--- src/rtl/lsag_pkg.sv ---
// Package: lsag_pkg
// Holds the instruction field positions and the shared types of the
// load/store address unit. It assumes a 32-bit instruction word.
package lsag_pkg;
    localparam int INSTR_W   = 32;
    localparam int POS_REGF  = 25;   // 1: shifted register offset
    localparam int POS_PRE   = 24;   // 1: offset applied before access
    localparam int POS_UP    = 23;   // 1: add, 0: subtract
    localparam int POS_WB    = 21;   // write-back request when pre-indexed
    localparam int POS_LOAD  = 20;   // 1: load
    localparam int POS_RN_LO = 16;
    localparam int POS_RD_LO = 12;
    localparam int IDX_W     = 4;
    localparam int IMM_W     = 12;
    localparam int POS_AMT   = 7;
    localparam int AMT_W     = 5;
    localparam int POS_KIND  = 5;
    localparam int POS_RSEL  = 4;    // register-amount selector (unsupported)

    typedef enum logic [1:0] {
        SK_LSL = 2'b00,
        SK_LSR = 2'b01,
        SK_ASR = 2'b10,
        SK_ROR = 2'b11
    } shift_kind_e;

    typedef struct packed {
        logic              reg_form;
        logic              pre;
        logic              up;
        logic              wb_req;
        logic              load;
        logic [IDX_W-1:0]  rn;
        logic [IDX_W-1:0]  rd;
        logic [IMM_W-1:0]  imm;
        logic [AMT_W-1:0]  amt;
        shift_kind_e       kind;
        logic              rsel;
    } ls_ctrl_t;
endpackage

--- src/rtl/lsag_decode.sv ---
// Module: lsag_decode
// Splits the instruction word into the control fields the address unit
// needs. It assumes that only single-word or single-byte transfers arrive here.
module lsag_decode
    import lsag_pkg::*;
(
    input  logic [INSTR_W-1:0] instr,
    output ls_ctrl_t           ctrl
);
    // Field extraction, no interpretation
    always_comb begin
        ctrl.reg_form = instr[POS_REGF];
        ctrl.pre      = instr[POS_PRE];
        ctrl.up       = instr[POS_UP];
        ctrl.wb_req   = instr[POS_WB];
        ctrl.load     = instr[POS_LOAD];
        ctrl.rn       = instr[POS_RN_LO +: IDX_W];
        ctrl.rd       = instr[POS_RD_LO +: IDX_W];
        ctrl.imm      = instr[IMM_W-1:0];
        ctrl.amt      = instr[POS_AMT +: AMT_W];
        ctrl.kind     = shift_kind_e'(instr[POS_KIND +: 2]);
        ctrl.rsel     = instr[POS_RSEL];
    end
endmodule

--- src/rtl/lsag_offset.sv ---
// Module: lsag_offset
// Produces the unsigned offset magnitude: either the zero-extended immediate
// or the offset register shifted by an immediate amount. Amount 0 encodes
// shift-by-full-width for the right shifts and rotate-through-carry for ROR.
// It assumes that DATA_W is a power of two and no wider than 2**AMT_W.
module lsag_offset
    import lsag_pkg::*;
#(
    parameter int DATA_W = 32
) (
    input  logic              reg_form,
    input  logic [IMM_W-1:0]  imm,
    input  logic [DATA_W-1:0] rm,
    input  logic [AMT_W-1:0]  amt,
    input  shift_kind_e       kind,
    input  logic              carry_in,
    output logic [DATA_W-1:0] offset
);
    localparam int SH_W = $clog2(DATA_W);

    logic [SH_W-1:0]     sh;
    logic                amt_zero;
    logic [2*DATA_W-1:0] rot_pair;
    logic [DATA_W-1:0]   shifted;
    logic [DATA_W-1:0]   imm_ext;

    // Immediate widening: narrow or full-width data paths
    generate
        if (DATA_W > IMM_W) begin : g_imm_pad
            assign imm_ext = {{(DATA_W-IMM_W){1'b0}}, imm};
        end else begin : g_imm_cut
            assign imm_ext = imm[DATA_W-1:0];
        end
    endgenerate

    assign sh       = amt[SH_W-1:0];
    assign amt_zero = (amt == '0);
    assign rot_pair = {rm, rm} >> sh;

    // Barrel shifter with the amount-zero special encodings
    always_comb begin
        unique case (kind)
            SK_LSL: shifted = rm << sh;
            SK_LSR: shifted = amt_zero ? '0 : (rm >> sh);
            SK_ASR: shifted = amt_zero ? {DATA_W{rm[DATA_W-1]}}
                                       : DATA_W'($signed(rm) >>> sh);
            SK_ROR: shifted = amt_zero ? {carry_in, rm[DATA_W-1:1]}
                                       : rot_pair[DATA_W-1:0];
            default: shifted = rm;
        endcase
    end

    // Choose the offset source
    always_comb offset = reg_form ? shifted : imm_ext;
endmodule

--- src/rtl/lsag_combine.sv ---
// Module: lsag_combine
// Applies the offset in the chosen direction and selects the address,
// the write-back enable and the load/base collision flag for the indexing mode.
// It assumes that the offset magnitude is unsigned.
module lsag_combine #(
    parameter int DATA_W = 32
) (
    input  logic [DATA_W-1:0] base,
    input  logic [DATA_W-1:0] offset,
    input  logic              up,
    input  logic              pre,
    input  logic              wb_req,
    input  logic              unsup,
    input  logic              load,
    input  logic              same_reg,
    output logic [DATA_W-1:0] addr,
    output logic [DATA_W-1:0] new_base,
    output logic              wb_en,
    output logic              hazard
);
    // Offset application in the selected direction
    always_comb new_base = up ? (base + offset) : (base - offset);

    // Address comes from the updated base only when pre-indexed
    always_comb addr = pre ? new_base : base;

    // Post-indexing always writes back; pre-indexed only on request
    always_comb wb_en = !unsup && (!pre || wb_req);

    // Write-back into the register being loaded is a collision
    always_comb hazard = wb_en && load && same_reg;
endmodule

--- src/rtl/lsag_top.sv ---
// Module: lsag_top
// Combinational effective-address unit for single-word and single-byte
// loads and stores. It assumes a base read from the program counter arrives
// already adjusted, and that a downstream stage handles alignment and access.
module lsag_top
    import lsag_pkg::*;
#(
    parameter int DATA_W = 32
) (
    input  logic [INSTR_W-1:0] instr,
    input  logic [DATA_W-1:0]  base_val,
    input  logic [DATA_W-1:0]  ofs_reg_val,
    input  logic               carry_in,
    output logic [DATA_W-1:0]  mem_addr,
    output logic [DATA_W-1:0]  wb_value,
    output logic               wb_en,
    output logic               unsup_shift,
    output logic               wb_hazard
);
    ls_ctrl_t          ctrl;
    logic [DATA_W-1:0] offset;
    logic              unsup;

    lsag_decode u_decode (
        .instr (instr),
        .ctrl  (ctrl)
    );

    lsag_offset #(.DATA_W(DATA_W)) u_offset (
        .reg_form (ctrl.reg_form),
        .imm      (ctrl.imm),
        .rm       (ofs_reg_val),
        .amt      (ctrl.amt),
        .kind     (ctrl.kind),
        .carry_in (carry_in),
        .offset   (offset)
    );

    // A register-amount encoding is only meaningful in the register form
    always_comb unsup = ctrl.reg_form && ctrl.rsel;

    lsag_combine #(.DATA_W(DATA_W)) u_combine (
        .base     (base_val),
        .offset   (offset),
        .up       (ctrl.up),
        .pre      (ctrl.pre),
        .wb_req   (ctrl.wb_req),
        .unsup    (unsup),
        .load     (ctrl.load),
        .same_reg (ctrl.rn == ctrl.rd),
        .addr     (mem_addr),
        .new_base (wb_value),
        .wb_en    (wb_en),
        .hazard   (wb_hazard)
    );

    assign unsup_shift = unsup;
endmodule

--- config.mk ---
export PLATFORM = sky130hd
export DESIGN_NAME = lsag_top
export DESIGN_NICKNAME = d
export VERILOG_FILES = /design/src/rtl/lsag_pkg.sv /design/src/rtl/lsag_decode.sv /design/src/rtl/lsag_offset.sv /design/src/rtl/lsag_combine.sv /design/src/rtl/lsag_top.sv
export SDC_FILE = /design/constraint.sdc
export NUM_CORES = 1
export LEC_CHECK = 0
export ABC_CLOCK_PERIOD_IN_PS = 20400
export BUFFER_PORTS_ARGS = -buffer_cell sky130_fd_sc_hd__buf_4
export CAP_MARGIN = 40
export CORE_UTILIZATION = 41
export DETAILED_ROUTE_END_ITERATION = 7
export SLEW_MARGIN = 20
export SYNTH_ARGS = -nofsm -noshare
export SYNTH_HDL_FRONTEND = slang
export SYNTH_SLANG_ARGS = --single-unit
--- constraint.sdc ---
create_clock -name vclk -period 20.4
set_input_delay 6.12 -clock vclk [all_inputs]
set_output_delay 6.12 -clock vclk [all_outputs]
set_load 0.005 [all_outputs]
Word level (Yosys, flattened, before mapping)

Cells that the tools add are included.

Add/sub/neg operators: 2
Eq/ne operators: 4
Shift-type cells: 4
Multiplexer cells: 7
Reductions and logical operators: 9

Operators with widths:

| cell                                                             | number |
|---|---|
| 32-bit 2-to-1 mux                                                | 6 |
| 32-bit case mux with 4 select lines                              | 1 |
| 64-bit by 5-bit >> shifter with 32-bit output                    | 1 |
| 32-bit adder                                                     | 1 |
| 32-bit by 5-bit << shifter with 32-bit output                    | 1 |
| 32-bit by 5-bit >> shifter with 32-bit output                    | 1 |
| 32-bit by 5-bit >>> shifter with 32-bit output                   | 1 |
| 32-bit subtractor                                                | 1 |
| 5-bit logical NOT                                                | 1 |
| 2-bit == test (second input constant)                            | 2 |
| 4-bit == test                                                    | 1 |
| 1-bit logical AND                                                | 4 |
| 2-bit by 1-bit == test with 1-bit output (second input constant) | 1 |
| 1-bit logical NOT                                                | 2 |
| 2-bit logical NOT                                                | 1 |
| 1-bit logical OR                                                 | 1 |

Register bits after elaboration: 0
Bits of input ports: 97
Output and inout port bits: 67
Logic and storage cells: 26

Logic depth before layout (Yosys ltp)

Depth after elaboration: 7
Depth in mapped cells: 29
Mapped depth without buffers: 23

Modules after synthesis

From an unflattened synthesis, not the netlist that was laid out.

Cell total of the unflattened synthesis: 1334
Area, all modules: 10153.5 µm²

Modules (own cells, without submodules):

| module       | times used | cells an instance | area an instance (µm²) | seq. area each (µm²) |
|---|---|---|---|---|
| lsag_offset  | 1          | 873               | 6911.6                 | 0.0 |
| lsag_combine | 1          | 422               | 2940.3                 | 0.0 |
| lsag_decode  | 1          | 33                | 247.7                  | 0.0 |
| lsag_top     | 1          | 6                 | 53.8                   | 0.0 |

Worst setup path after synthesis

OpenSTA, ideal clock, no wires.

Path type: input-to-output
From: in instr[8]
To: out mem_addr[30]
Arrival: 11935 ps
Data required time: 14280 ps
Path slack: 2345 ps
Stages: 27
Buffers on the path: 5
Cells stage by stage: buf_6 -> buf_12 -> buf_12 -> buf_6 -> buf_2 -> mux2_2 -> a22oi_1 -> a211oi_1 -> nor4_1 -> o21a_1 -> ha_1 -> inv_1 -> nor4_1 -> and2_1 -> nor2_1 -> xnor2_1 -> ha_1 -> a211oi_1 -> o21ai_0 -> o31ai_1 -> o21ai_0 -> a311oi_1 -> o21ai_0 -> o211ai_1 -> nand3_1 -> a2111o_1 -> nand3_1

Longest elaborated chain between the ends: 7
Elaborated cells on any way between the ends: 14
Those cells by class: 2 x add/sub; 4 x shift; 7 x mux; 1 x reduce/logical

Ends and longest elaborated chain:

| item                                                                  | line                                                    | text |
|---|---|---|
| start: declaration                                                    | lsag_top.sv:10                                          | `input logic [INSTR_W-1:0] instr,` |
| 64-bit by 5-bit >> shifter with 32-bit output (tied with other cells) | lsag_offset.sv:38                                       | `assign rot_pair = {rm, rm} >> sh;` |
| 32-bit 2-to-1 mux (on tied branches)                                  | lsag_offset.sv:47, lsag_offset.sv:44, lsag_offset.sv:45 |  |
| 32-bit case mux with 4 select lines                                   | lsag_offset.sv:42                                       | `unique case (kind)` |
| 32-bit 2-to-1 mux *                                                   | lsag_offset.sv:54                                       | `always_comb offset = reg_form ? shifted : imm_ext;` |
| 32-bit subtractor / 32-bit adder (equally long branches)              | lsag_combine.sv:22                                      | `always_comb new_base = up ? (base + offset) : (base - offset);` |
| 32-bit 2-to-1 mux *                                                   | lsag_combine.sv:22                                      |  |
| 32-bit 2-to-1 mux *                                                   | lsag_combine.sv:25                                      | `always_comb addr = pre ? new_base : base;` |
| end: declaration                                                      | lsag_top.sv:14                                          | `output logic [DATA_W-1:0] mem_addr,` |

Mark *: on every way between the ends. The rest lies on a longest branch, timed or not.

Final worst setup path

Same ends and word-level chain as after synthesis.

==> out/qor.txt <==
Outcome: finished clean
Multi-input logic area: 8140 sq um
RSZ-0062 raised after global routing: no
Setup Buffers After CTS: 0
DR iter-0 viols: 1,277
Crit path max-delay cell type: buf_4
Critical-path cell list: buf_4 > buf_4 > buf_4 > nor2b_1 > a22oi_1 > nand3_1 > o2111ai_1 > o31a_1 > nor4_1 > and2_1 > nor2_1 > xnor2_1 > ha_1 > a211oi_1 > o21ai_0 > o31ai_1 > o21ai_0 > a311oi_1 > o21ai_0 > o211ai_1 > nand3_1 > a2111o_1 > nand3_1 > buf_4
Die H: 148 um
Initial antenna violation count: 1
Detail Route Antenna Nets: 0
Port Buf Inserts: 157
Crit path required time: 14,280 ps
Setup TNS: 0 ps
Share of cells above drive strength 1: 26.7%
Cell area after synthesis: 8770 sq um
Post-synth top area cell: mux4_2
Period utilisation layout: 95.9%
Die width: 148 um
Remaining Overflow, GRT: 0
HPWL after DPL: 28.9 mm
Yosys cell types: 87
GP Congestion: 1.05
Share of the synthesized area in the top cell type: 14.6%
Critical path fanouts, max: 59
Total wire length: 39.2 mm
Core Region: 21,000 sq um
Via-to-Cell Ratio: 7.13
Number of sequential cells: 0
Starting Density: 41.7%
Max-Cap Viols: 0
Hold-fix buffers at CTS: 0
Routed via count: 10,500
Post-layout minimum cycle time: 19,570 ps
F_max: 51.1 MHz
Sequential Area: 0 sq um
Worst Tran Pin Value: 1030 ps
Syn_area_per_cell: 7.79 sq um
Hold slack: 12,550 ps
Crit-path max cell delay: 600 ps
Fin util: 47.2%
Top-count cell post-synth: nand2_1
Slew HR: 30.8%
Hold-critical path endpoint: wb_hazard
I/O Pins: 164
Main area contributors after synthesis: mux4_2, mux2_2, mux2i_1
WP data arrival: 13,450 ps
Largest net degree at the start of global routing: 66
Number of global-route vias before repair: 9,615
Syn_nets: 1,258
Nets: 1,322
Tot GR Track Use: 34.1%
Sequential-to-total area share from yosys stat: 0%
Initial DRT Pass Iterations: 6
Fin. Hold Viols: 0
Synth-to-layout area growth: 13.1%
Slew Viols, Final: 0
Crit Path Class: in2out
Crit. End Element: output pin
Layout clock buffer count: 0
Kind of start point of the critical path: primary input
Wirelength per Cell: 26.7 um
Post-CTS Resized: 0
Most used cell, CP: buf_4
Synth cell count leaders: nand2_1, nor2_1, a21oi_1
YS warnings: 0
Setup violators final: 0
FILL cells: 2,166
Die area: 22,000 sq um
Synthesized instance count: 1,127
Hold Path Cell Cnt: 4
Hold path startpoint: instr[20]
Cell Rows: 53
HP Class: in2out
DRC viols: 0
First-pass GRT wire length: 58.0 mm
## per-stage QoR
stage / worst slack (ps) / area [sq um] / std cells
floorplan: 2340 / 8770 / 1127
detailed placement: 944 / 9920 / 1464
CTS: 918 / 9920 / 1464
global placement: 978 / 9900 / 1461
global route: 299 / 9920 / 1464
finish: 827 / 9920 / 1466
## area by class of cell
type | instances | area share [%]
antenna | 2 | 0.0504
inverter | 27 | 1.02
multi-input combinational | 983 | 82.0
tap | 275 | 3.47
timing repair buffer | 179 | 13.5
## cells by family (layout without fill, tap and decap cells)
| group | Yosys count | after routing | share of synthesized area, % |
|---|---|---|---|
| other cells | 0 | 2 | 0 |
| mux | 185 | 185 | 33.2 |
| buf+inv | 144 | 206 | 7.29 |
| xor+xnor | 62 | 62 | 6.19 |
| simple gates | 338 | 338 | 19.4 |
| compound gates | 364 | 364 | 29.0 |
| fa+ha+maj | 34 | 34 | 4.93 |
## metal layers
metal  vias to the layer above  share of wire (%)  wire length (um)  GRT usage [%]
met3                       166                 14              5310           7.27
met2                       818                 43             16700           53.0
met5                         -                  0                 0              0
li1                       4574                  -                 -              -
met4                         0                6.1              2410           17.2
met1                      4892                 38             14800           44.6
## worst max-delay path, delay by kind of cell
family | cells | cell delay, ps
AO/OA/AOI/OAI | 11 | 3550
AND/OR/NAND/NOR | 7 | 1620
buffers and inverters | 4 | 1600
adder cells (fa/ha/maj) | 1 | 320
XOR/XNOR | 1 | 210
## how the worst max path moves through the flow
stage,startpoint,to,slack (ps),cells after the start
after floorplan,instr[8],mem_addr[30],2340,27
after global placement,instr[8],mem_addr[30],980,24
after detailed placement,instr[8],mem_addr[30],940,24
after CTS,instr[8],mem_addr[30],920,24
after global routing,instr[8],mem_addr[30],300,24
final,instr[8],mem_addr[30],830,24
## cells in the final DEF (no fill, tap or decap), types with 25 or more instances in the layout
master,n
buf_4,177
nand3_1,25
nand2_1,90
mux4_2,57
o21ai_0,57
inv_1,25
a21oi_1,82
nor3_1,30
mux2i_1,53
ha_1,33
nor2_1,85
mux2_2,58
xnor2_1,42
